**src/rtl/vec_intc_pkg.sv**
```systemverilog
package vec_intc_pkg;
    // Word indices (byte address >> 2) of the register map
    localparam int W_MODE    = 0;
    localparam int W_THRESH  = 1;
    localparam int W_EN_NUM  = 2;
    localparam int W_DIS_NUM = 3;
    localparam int W_TYPE0   = 4;    // first type word covers the upper sources
    localparam int W_PRIO0   = 8;    // first priority word covers the upper sources
    localparam int W_NSTAT   = 16;
    localparam int W_FSTAT   = 17;   // byte offset 0x44
    localparam int W_VEC0    = 64;   // byte offset 0x100
endpackage

```
**src/rtl/vec_intc_regs.sv**
```systemverilog
module vec_intc_regs
    import vec_intc_pkg::*;
#(
    parameter int NUM_SRC = 64,
    parameter int PRIO_W  = 4,
    parameter int DATA_W  = 32,
    parameter int ADDR_W  = 9,
    localparam int ID_W   = $clog2(NUM_SRC),
    localparam int MASK_W = PRIO_W + 1
) (
    input  logic                      clk,
    input  logic                      rst_n,
    input  logic [ADDR_W-1:0]         addr,
    input  logic                      wr,
    input  logic [DATA_W-1:0]         wdata,
    input  logic                      rd,
    output logic [DATA_W-1:0]         rdata,
    input  logic [DATA_W-1:0]         norm_stat,
    input  logic [DATA_W-1:0]         fast_stat,
    output logic [MASK_W-1:0]         thr_q,
    output logic [NUM_SRC-1:0]        en_q,
    output logic [NUM_SRC-1:0]        fast_q,
    output logic [NUM_SRC*PRIO_W-1:0] prio_flat
);
    localparam int PER_REG   = DATA_W / PRIO_W;
    localparam int NPRIO_REG = NUM_SRC / PER_REG;
    localparam int NTYPE_REG = NUM_SRC / DATA_W;

    logic                mode_q;
    logic [DATA_W-1:0]   prio_q [NPRIO_REG];
    logic [DATA_W-1:0]   vec_q  [NUM_SRC];
    logic [DATA_W-1:0]   rmux;
    logic [ID_W-1:0]     vec_idx;
    logic                in_vec;
    int                  wa_i;
    logic                unused_low;

    assign unused_low = ^addr[1:0];

    always_comb begin
        wa_i    = int'(addr[ADDR_W-1:2]);
        in_vec  = (wa_i >= W_VEC0) && (wa_i < W_VEC0 + NUM_SRC);
        vec_idx = ID_W'(wa_i - W_VEC0);
    end

    // Unpack each source's priority field from the reversed register order
    for (genvar n = 0; n < NUM_SRC; n++) begin : g_unpack
        assign prio_flat[n*PRIO_W +: PRIO_W] =
            prio_q[NPRIO_REG-1-(n/PER_REG)][(n%PER_REG)*PRIO_W +: PRIO_W];
    end

    always_ff @(posedge clk or negedge rst_n) begin
        if (!rst_n) begin
            mode_q <= 1'b0;
            thr_q  <= '1;
            en_q   <= '0;
            fast_q <= '0;
            for (int p = 0; p < NPRIO_REG; p++) prio_q[p] <= '0;
            for (int v = 0; v < NUM_SRC; v++)   vec_q[v]  <= '0;
        end else if (wr) begin
            if (wa_i == W_MODE)    mode_q <= wdata[0];
            if (wa_i == W_THRESH)  thr_q  <= wdata[MASK_W-1:0];
            if (wa_i == W_EN_NUM)  en_q[wdata[ID_W-1:0]] <= 1'b1;
            if (wa_i == W_DIS_NUM) en_q[wdata[ID_W-1:0]] <= 1'b0;
            for (int t = 0; t < NTYPE_REG; t++) begin
                if (wa_i == W_TYPE0 + t)
                    fast_q[(NTYPE_REG-1-t)*DATA_W +: DATA_W] <= wdata;
            end
            for (int p = 0; p < NPRIO_REG; p++) begin
                if (wa_i == W_PRIO0 + p) prio_q[p] <= wdata;
            end
            if (in_vec) vec_q[vec_idx] <= wdata;
        end
    end

    always_comb begin
        rmux = '0;
        if (wa_i == W_MODE)   rmux = DATA_W'(mode_q);
        if (wa_i == W_THRESH) rmux = DATA_W'(thr_q);
        if (wa_i == W_NSTAT)  rmux = norm_stat;
        if (wa_i == W_FSTAT)  rmux = fast_stat;
        for (int t = 0; t < NTYPE_REG; t++) begin
            if (wa_i == W_TYPE0 + t)
                rmux = fast_q[(NTYPE_REG-1-t)*DATA_W +: DATA_W];
        end
        for (int p = 0; p < NPRIO_REG; p++) begin
            if (wa_i == W_PRIO0 + p) rmux = prio_q[p];
        end
        if (in_vec) rmux = vec_q[vec_idx];
    end

    always_ff @(posedge clk or negedge rst_n) begin
        if (!rst_n)  rdata <= '0;
        else if (rd) rdata <= rmux;
    end
endmodule

```
**src/rtl/vec_intc_norm_arb.sv**
```systemverilog
module vec_intc_norm_arb #(
    parameter int NUM_SRC = 64,
    parameter int PRIO_W  = 4,
    localparam int ID_W   = $clog2(NUM_SRC)
) (
    input  logic [NUM_SRC-1:0]        req,
    input  logic [NUM_SRC*PRIO_W-1:0] prio_flat,
    output logic                      valid,
    output logic [ID_W-1:0]           win_id,
    output logic [PRIO_W-1:0]         win_prio
);
    // Ascending scan with >=: a later (higher-numbered) equal priority wins
    always_comb begin
        valid    = 1'b0;
        win_id   = '0;
        win_prio = '0;
        for (int n = 0; n < NUM_SRC; n++) begin
            if (req[n] && (!valid || prio_flat[n*PRIO_W +: PRIO_W] >= win_prio)) begin
                valid    = 1'b1;
                win_id   = ID_W'(n);
                win_prio = prio_flat[n*PRIO_W +: PRIO_W];
            end
        end
    end
endmodule

```
**src/rtl/vec_intc_fast_pick.sv**
```systemverilog
module vec_intc_fast_pick #(
    parameter int NUM_SRC = 64,
    localparam int ID_W   = $clog2(NUM_SRC)
) (
    input  logic [NUM_SRC-1:0] req,
    output logic               valid,
    output logic [ID_W-1:0]    top_id
);
    always_comb begin
        valid  = 1'b0;
        top_id = '0;
        for (int n = 0; n < NUM_SRC; n++) begin
            if (req[n]) begin
                valid  = 1'b1;
                top_id = ID_W'(n);
            end
        end
    end
endmodule

```
**src/rtl/vec_intc.sv**
```systemverilog
module vec_intc
    import vec_intc_pkg::*;
#(
    parameter int NUM_SRC = 64,
    parameter int PRIO_W  = 4,
    parameter int DATA_W  = 32,
    parameter int ADDR_W  = 9
) (
    input  logic               clk,
    input  logic               rst_n,
    input  logic [ADDR_W-1:0]  bus_addr,
    input  logic               bus_wr,
    input  logic [DATA_W-1:0]  bus_wdata,
    input  logic               bus_rd,
    output logic [DATA_W-1:0]  bus_rdata,
    input  logic [NUM_SRC-1:0] src_i,
    output logic               irq_o,
    output logic               fiq_o
);
    localparam int ID_W   = $clog2(NUM_SRC);
    localparam int MASK_W = PRIO_W + 1;
    localparam int HALF_W = DATA_W / 2;

    logic [MASK_W-1:0]         thr_q;
    logic [NUM_SRC-1:0]        en_q;
    logic [NUM_SRC-1:0]        fast_q;
    logic [NUM_SRC*PRIO_W-1:0] prio_flat;
    logic [NUM_SRC-1:0]        pend_norm;
    logic [NUM_SRC-1:0]        pend_fast;
    logic                      norm_valid;
    logic [ID_W-1:0]           norm_id;
    logic [PRIO_W-1:0]         norm_prio;
    logic                      fast_valid;
    logic [ID_W-1:0]           fast_id;
    logic [DATA_W-1:0]         norm_stat;
    logic [DATA_W-1:0]         fast_stat;

    vec_intc_regs #(
        .NUM_SRC(NUM_SRC), .PRIO_W(PRIO_W), .DATA_W(DATA_W), .ADDR_W(ADDR_W)
    ) u_regs (
        .clk       (clk),
        .rst_n     (rst_n),
        .addr      (bus_addr),
        .wr        (bus_wr),
        .wdata     (bus_wdata),
        .rd        (bus_rd),
        .rdata     (bus_rdata),
        .norm_stat (norm_stat),
        .fast_stat (fast_stat),
        .thr_q     (thr_q),
        .en_q      (en_q),
        .fast_q    (fast_q),
        .prio_flat (prio_flat)
    );

    assign pend_norm = src_i & en_q & ~fast_q;
    assign pend_fast = src_i & en_q &  fast_q;

    vec_intc_norm_arb #(.NUM_SRC(NUM_SRC), .PRIO_W(PRIO_W)) u_narb (
        .req       (pend_norm),
        .prio_flat (prio_flat),
        .valid     (norm_valid),
        .win_id    (norm_id),
        .win_prio  (norm_prio)
    );

    vec_intc_fast_pick #(.NUM_SRC(NUM_SRC)) u_fpick (
        .req    (pend_fast),
        .valid  (fast_valid),
        .top_id (fast_id)
    );

    assign norm_stat = norm_valid ? {HALF_W'(norm_id), {HALF_W{1'b0}}}
                                  : {{HALF_W{1'b1}}, {HALF_W{1'b0}}};
    assign fast_stat = fast_valid ? DATA_W'(fast_id) : '1;

    assign irq_o = norm_valid && ((thr_q == '1) || ({1'b0, norm_prio} > thr_q));
    assign fiq_o = |pend_fast;
endmodule

```
**config.mk**
```make
export PLATFORM = sky130hd
export DESIGN_NAME = vec_intc
export DESIGN_NICKNAME = d
export VERILOG_FILES = /design/src/rtl/vec_intc_pkg.sv /design/src/rtl/vec_intc_regs.sv /design/src/rtl/vec_intc_norm_arb.sv /design/src/rtl/vec_intc_fast_pick.sv /design/src/rtl/vec_intc.sv
export SDC_FILE = /design/constraint.sdc
export NUM_CORES = 2
export LEC_CHECK = 0
export BUFFER_PORTS_ARGS = -buffer_cell sky130_fd_sc_hd__buf_2
export CAP_MARGIN = 15
export CORE_UTILIZATION = 50
export DETAILED_ROUTE_END_ITERATION = 7
export PLACE_DENSITY = 0.74
export SYNTH_ARGS = -nofsm -noshare
export SYNTH_HDL_FRONTEND = slang
export SYNTH_SLANG_ARGS = --single-unit
```
**constraint.sdc**
```tcl
create_clock -name clk -period 213.5 [get_ports clk]
set_clock_uncertainty 0.05 [all_clocks]
set_input_delay 42.7 -clock clk [delete_from_list [all_inputs] [get_ports clk]]
set_output_delay 42.7 -clock clk [all_outputs]
set_load 0.02 [all_outputs]
```
* Word-level counts from Yosys, hierarchy flattened *
Cells that the tools add are included.

word-level totals
  bits in registers = 2,470
  output and inout bits = 34
  word-level logic and storage cells = 726

cells by class
  bitwise gates (word level) = 8
  magnitude comparators = 69
  reductions and logical operators = 208
  equality and inequality tests = 16
  add/sub/neg operators = 1
  multiplexer cells = 346

operator list
  kind                                                  count
  bitwise mux 2048 bit                                  1
  two-way mux 32 bit                                    18
  two-way mux 6 bit                                     64
  two-way mux 4 bit                                     80
  AND 64 bit                                            4
  >= comparator 4 bit                                   63
  binary-select mux 32 bit (select 6 bit)               1
  demux 32 bit (select 6 bit)                           1
  two-way mux 64 bit                                    3
  two-way mux 5 bit                                     33
  two-way mux 1 bit                                     132
  NOT 64 bit                                            2
  logical AND 1 bit                                     66
  logical OR 1 bit                                      64
  OR 64 bit                                             1
  OR reduction 64 bit                                   1
  zero test 1 bit                                       63
  equality test 7 x 5 -> 1 bit (second input constant)  8
  zero test 32 bit                                      1
  AND reduction 2 bit                                   13
  two-way mux 3 bit                                     8
  equality test 7 x 3 -> 1 bit (second input constant)  2
  equality test 7 x 4 -> 1 bit (second input constant)  2
  equality test 7 x 6 -> 1 bit (second input constant)  2
  other kinds (11)                                      15

* Depth between registers and ports, before layout *
  depth in word-level cells = 269
  mapped depth = 542

* Modules after synthesis *
A second synthesis with hierarchy kept.

second synthesis, totals
  cells, all modules = 9,719
  area total of the unflattened synthesis = 128,054.1 sq um

by module, submodules not included
  module              area each (sq um)  cells each  instances
  vec_intc_regs       112,759.4          7,383       1
  vec_intc_norm_arb   13,181.4           1,944       1
  vec_intc            1,286.2            249         1
  vec_intc_fast_pick  827.0              143         1

* Least setup slack after synthesis *
No wires, ideal clock.

  path kind = input to output
  start = in src_i[0]
  end = out irq_o
  stages = 499
  setup slack = 33,097 ps
  buffers on the path = 21
  data required time = 170,750 ps
  arrival = 137,653 ps
  path through = and3b_1 > and2_1 > ha_1 > nor3b_1 > o21ai_0 > a21oi_1 > a22o_1 > ha_1 > nand2b_1 > a211oi_1 > o21ai_0 > a222oi_1 > nor2_1 > ha_1 > nand2b_1 > a211oi_1 > o211ai_1 > and2_1 > [463 not listed] > o21a_1 > a221o_1 > ha_1 > nand2b_1 > a21o_1 > a21oi_1 > nor2b_1 > o31ai_1 > nand2_1 > o22a_1 > ha_1 > nor2b_1 > o21ai_0 > nand2b_1 > a21oi_1 > a41o_1 > o22ai_1 > and2_1

on the way
  longest elaborated chain between the ends = 258
  elaborated cells on any way between the ends = 385
  classes of those cells = order compare: 64; mux: 128; bitwise: 2; reduce/logical: 191

RTL lines
  item                                                    RTL line                 RTL
  start: declaration                                      vec_intc.sv:16           input logic [NUM_SRC-1:0] src_i,
  AND 64 bit (*) (2 in series)                            vec_intc.sv:56           assign pend_norm = src_i & en_q & ~fast_q;
  two-way mux 4 bit or two-way mux 1 bit (tied branches)  vec_intc_norm_arb.sv:18  if (req[n] && (!valid || prio_flat[n*PRIO_W +: PRIO_W] >= win_prio)) begin
  >= comparator 4 bit or zero test 1 bit (tied branches)  vec_intc_norm_arb.sv:18
  logical OR 1 bit                                        vec_intc_norm_arb.sv:18
  logical AND 1 bit                                       vec_intc_norm_arb.sv:18
  two-way mux 4 bit or two-way mux 1 bit (tied branches)  vec_intc_norm_arb.sv:18
  >= comparator 4 bit or zero test 1 bit (tied branches)  vec_intc_norm_arb.sv:18
  logical OR 1 bit                                        vec_intc_norm_arb.sv:18
  [241 not listed]                                        n/a
  two-way mux 4 bit or two-way mux 1 bit (tied branches)  vec_intc_norm_arb.sv:18
  >= comparator 4 bit or zero test 1 bit (tied branches)  vec_intc_norm_arb.sv:18
  logical OR 1 bit                                        vec_intc_norm_arb.sv:18
  logical AND 1 bit                                       vec_intc_norm_arb.sv:18
  two-way mux 4 bit                                       vec_intc_norm_arb.sv:18
  greater-than comparator 4 x 5 -> 1 bit                  vec_intc.sv:77           assign irq_o = norm_valid && ((thr_q == '1) || ({1'b0, norm_prio} > thr_q));
  logical OR 1 bit                                        vec_intc.sv:77
  logical AND 1 bit (*)                                   vec_intc.sv:77
  end: declaration                                        vec_intc.sv:17           output logic irq_o,

Mark *: on every way between the ends. The rest lies on a longest branch, timed or not.

* Final worst setup path *
Same ends and word-level chain as after synthesis.

==> impl_table.tex <==
\begin{tabular}{lr}
\hline
Metric & Value \\
\hline
\multicolumn{2}{l}{\textbf{Timing}} \\
Hold Fails Final Rpt & 0 \\
Unrepaired setup endpoints after global routing & no \\
Setup TNS & 0 ns \\
Share of the clock period used by the worst path after layout & 94.58\% \\
\# setup viols final & 0 \\
Number of pins exceeding their max-slew limit in the final report & 0 \\
Max-slew headroom at the worst pin & 8.345\% \\
Worst Max-Slew Pin Slew & 1.375 ns \\
Maximum clock frequency & 0.004952 GHz \\
Tmin final & 201.92 ns \\
\multicolumn{2}{l}{\textbf{Synthesis}} \\
Yosys warning count & 0 \\
Ys flop type & dfrtp\_1 \\
Share of Yosys cell area claimed by the top area cell type & 49.21\% \\
Synthesized Nets & 9,551 \\
Async SR Flop Fraction & 100.0\% \\
Share of synthesized area occupied by flip-flops and latches & 49.31\% \\
Number of enable-type register cells in the synthesized netlist & 0 \\
Syn avg cell area & 13.56 µm² \\
Synthesis-stage register bit count & 2,470 \\
Dominant cell type by area after synthesis & dfrtp\_1 \\
Distinct cells, synth & 124 \\
Main area contributors after synthesis & dfrtp\_1 49\%, mux2\_2 22\%, mux4\_2 12\% \\
Synthesized area & 125,400 µm² \\
Cells after Synth & 9,241 \\
\multicolumn{2}{l}{\textbf{Critical path}} \\
CP max FO & 13 \\
Required time of the critical path & 170.75 ns \\
Worst path most repeated cell & ha\_1 \\
Endpoint type of the worst setup path & output pin \\
CP startpoint kind & input pin \\
Largest stage delay on the critical path & 0.83 ns \\
Critical path class & in2out \\
Arrival time at the worst endpoint & 159.17 ns \\
Cell with the largest stage delay on the worst path & a31oi\_1 \\
\multicolumn{2}{l}{\textbf{Drt}} \\
DR vias & 84,620 \\
Routed via count divided by cell count & 6.654 \\
Post-detailed-route wirelength per cell & 33.05 µm \\
Pre-antenna DRT Iters & 8 \\
Initial drt markers & 9,649 \\
Routed Antenna Nets & 0 \\
Final routed DRC violation total & 0 \\
Total wire length after detailed routing & 420,300 µm \\
\multicolumn{2}{l}{\textbf{Run}} \\
Max-capacitance violation count & 0 \\
\multicolumn{2}{l}{\textbf{Floorplan}} \\
Die height & 502.7 µm \\
Total core area & 248,900 µm² \\
Num ports & 143 \\
Die boundary width & 502.7 µm \\
Initial Utilization & 50.36\% \\
Standard-cell row count & 183 \\
Die footprint & 252,700 µm² \\
\multicolumn{2}{l}{\textbf{Power and ir drop}} \\
Maximum vdd drop & 0.009096 mV \\
Internal Pwr Total & 0.8615 mW \\
Switching share of total power & 25.27\% \\
Leakage power of the design & 64.65 nW \\
Sequential cell fraction of total power & 46.4\% \\
Share of power burned in the clock network & 42.4\% \\
Areal power density over the cells & 8.287 nW/µm² \\
Net switching component of the power & 0.2913 mW \\
PnR Total Power & 1.153 mW \\
Logic gate share of total power & 11.2\% \\
\multicolumn{2}{l}{\textbf{Final layout}} \\
Synthesis-to-finish area growth & 10.98\% \\
Commonest non-fill, non-tap cells in the layout & 2,465 x dfrtp\_1, 2,395 x mux2\_2, 672 x mux4\_2 \\
Most common library cell in the layout ignoring fill and taps & dfrtp\_1 \\
Number of nets in the final layout & 9,459 \\
Ratio of cells with drive above 1 in the final layout & 43.65\% \\
Final std cell area, no fill & 139,100 µm² \\
\multicolumn{2}{l}{\textbf{Clocking}} \\
Number of sinks handled by clock tree synthesis & 2,470 \\
Deepest level of the CTS H-tree & 5 \\
Cts repair resizes & 0 \\
Count of buffers added by post-CTS timing repair for setup & 0 \\
Number of buffers inserted during clock tree synthesis & 282 \\
Clock latency on the worst-skew pair & 0.99 ns \\
Clk buf depth & 4 \\
Clock Pin Slew Worst Setup and Hold Paths & 0.05 ns \\
Hold buffers post-CTS & 0 \\
Clock Tree Root & clkbuf\_16 \\
Clock tree from TritonCTS & done \\
\multicolumn{2}{l}{\textbf{Placement}} \\
DP Wirelength & 276,900 µm \\
Routability cong. & 1.008 \\
Port buffer count & 140 \\
Placement Cell Area & 129,600 µm² \\
\multicolumn{2}{l}{\textbf{Global route}} \\
All-Layer GR Usage & 33.49\% \\
Largest net degree at the start of global routing & 159 \\
First-pass GRT wire length & 609,500 µm \\
Number of antenna violations at the first check in global routing & 78 \\
Number of global-route vias before repair & 85,450 \\
Gr ovfl total & 0 \\
\multicolumn{2}{l}{\textbf{Min path}} \\
Path category of the worst min-delay check & reg2reg \\
\multicolumn{2}{l}{\textbf{Status}} \\
Result of the run & finished clean \\
\hline
\end{tabular}
cell usage after synthesis, drive strengths merged (20+ instances only):
library cell,n
or3,21
mux2,2397
a21boi,23
buf,162
mux4,672
o31ai,38
o21a,46
a211oi,47
and3,40
o211ai,61
a22oi,58
o21ai,189
nor2b,32
a221oi,39
nand3,125
ha,201
nand2b,103
nor4,23
nand2,333
a21oi,364
clkbuf,580
a21o,91
inv,181
a31oi,56
dfrtp,2465
mux2i,20
nor3,65
or2,43
and2,49
nor2,366
o22ai,28
registers in the layout, summed over array words and instances, names as in the netlist, named ones only:
| signal | cells |
|---|---|
| u_regs.thr_q | 5 |
| u_regs.fast_q | 64 |
| u_regs.prio_flat | 256 |
| u_regs.vec_q | 2048 |
| u_regs.en_q | 63 |
| u_regs.mode_q | 1 |
| u_regs.rdata | 32 |
metal layers:
metal	track usage [%]	wire length [µm]	part of all wire [%]
met5	0	202	0.048
met4	15.22	20550	4.9
met3	8.782	41720	9.9
met2	49.82	186500	44
met1	46.08	171300	41
cells by family after synthesis:
| family | Yosys count | share of synthesized area [%] |
|---|---|---|
| AOI/OAI and AO/OA | 1256 | 6.889 |
| adders and majority gates | 209 | 2.072 |
| buffers and inverters | 923 | 2.788 |
| DFF | 2470 | 49.31 |
| muxes | 3089 | 33.77 |
| and+or+nand+nor | 1294 | 5.167 |
worst paths after layout:
kind	from	endpoint	slack, ns	cells after the start
setup / recovery	src_i[0]	irq_o	11.58	501
setup reg to reg	u_regs.fast_q[0]	u_regs.rdata[20]	96.05	496
hold reg to reg	u_regs.vec_q[1463]	u_regs.vec_q[1463]	0.45	1
max in group asynchronous	rst_n	u_regs.vec_q[118]	165.48	8
hold / removal	u_regs.vec_q[1463]	u_regs.vec_q[1463]	0.45	1
min in group asynchronous	rst_n	u_regs.vec_q[1644]	41.70	1
metrics by stage:
stage	util, %	hold slack, ns	instances	worst slack, ns
6_report	55.89	0.4484	12720	11.58
3_5_place_dp	52.07	0.4371	12190	14.46
2_1_floorplan	-	0.4238	9241	33.10
4_1_cts	55.79	0.4495	12660	13.84
3_3_place_gp	52.07	0.4307	12190	14.53
5_1_grt	55.86	0.4535	12680	4.167
critical path: cells and delay by family:
kind	cells	cell delay [ns]
adders and majority gates	70	19.01
and+or+nand+nor	157	29.32
AOI/OAI and AO/OA	233	57.69
muxes	20	7.67
buffers and inverters	21	2.65
power by group through the flow:
stage | Combinational, mW | Sequential (mW) | Clock [mW]
2_1_floorplan | 0.0842 | 0.529 | 0
3_3_place_gp | 0.123 | 0.538 | 0
3_5_place_dp | 0.128 | 0.542 | 0
4_1_cts | 0.128 | 0.534 | 0.494
5_1_grt | 0.138 | 0.538 | 0.513
6_report | 0.129 | 0.535 | 0.489
final cells by class:
| type | instances | area [µm²] |
|---|---|---|
| fill | 19610 | 109800 |
| tap | 3330 | 4167 |
| multi-input combinational | 5848 | 60480 |
| clock buffer | 389 | 8094 |
| sequential | 2470 | 61820 |
| antenna | 50 | 125.1 |
| inverter | 181 | 679.4 |
| clock inverter | 83 | 1157 |
| timing repair buffer | 366 | 2592 |
Power figures use the tool's default switching activity.
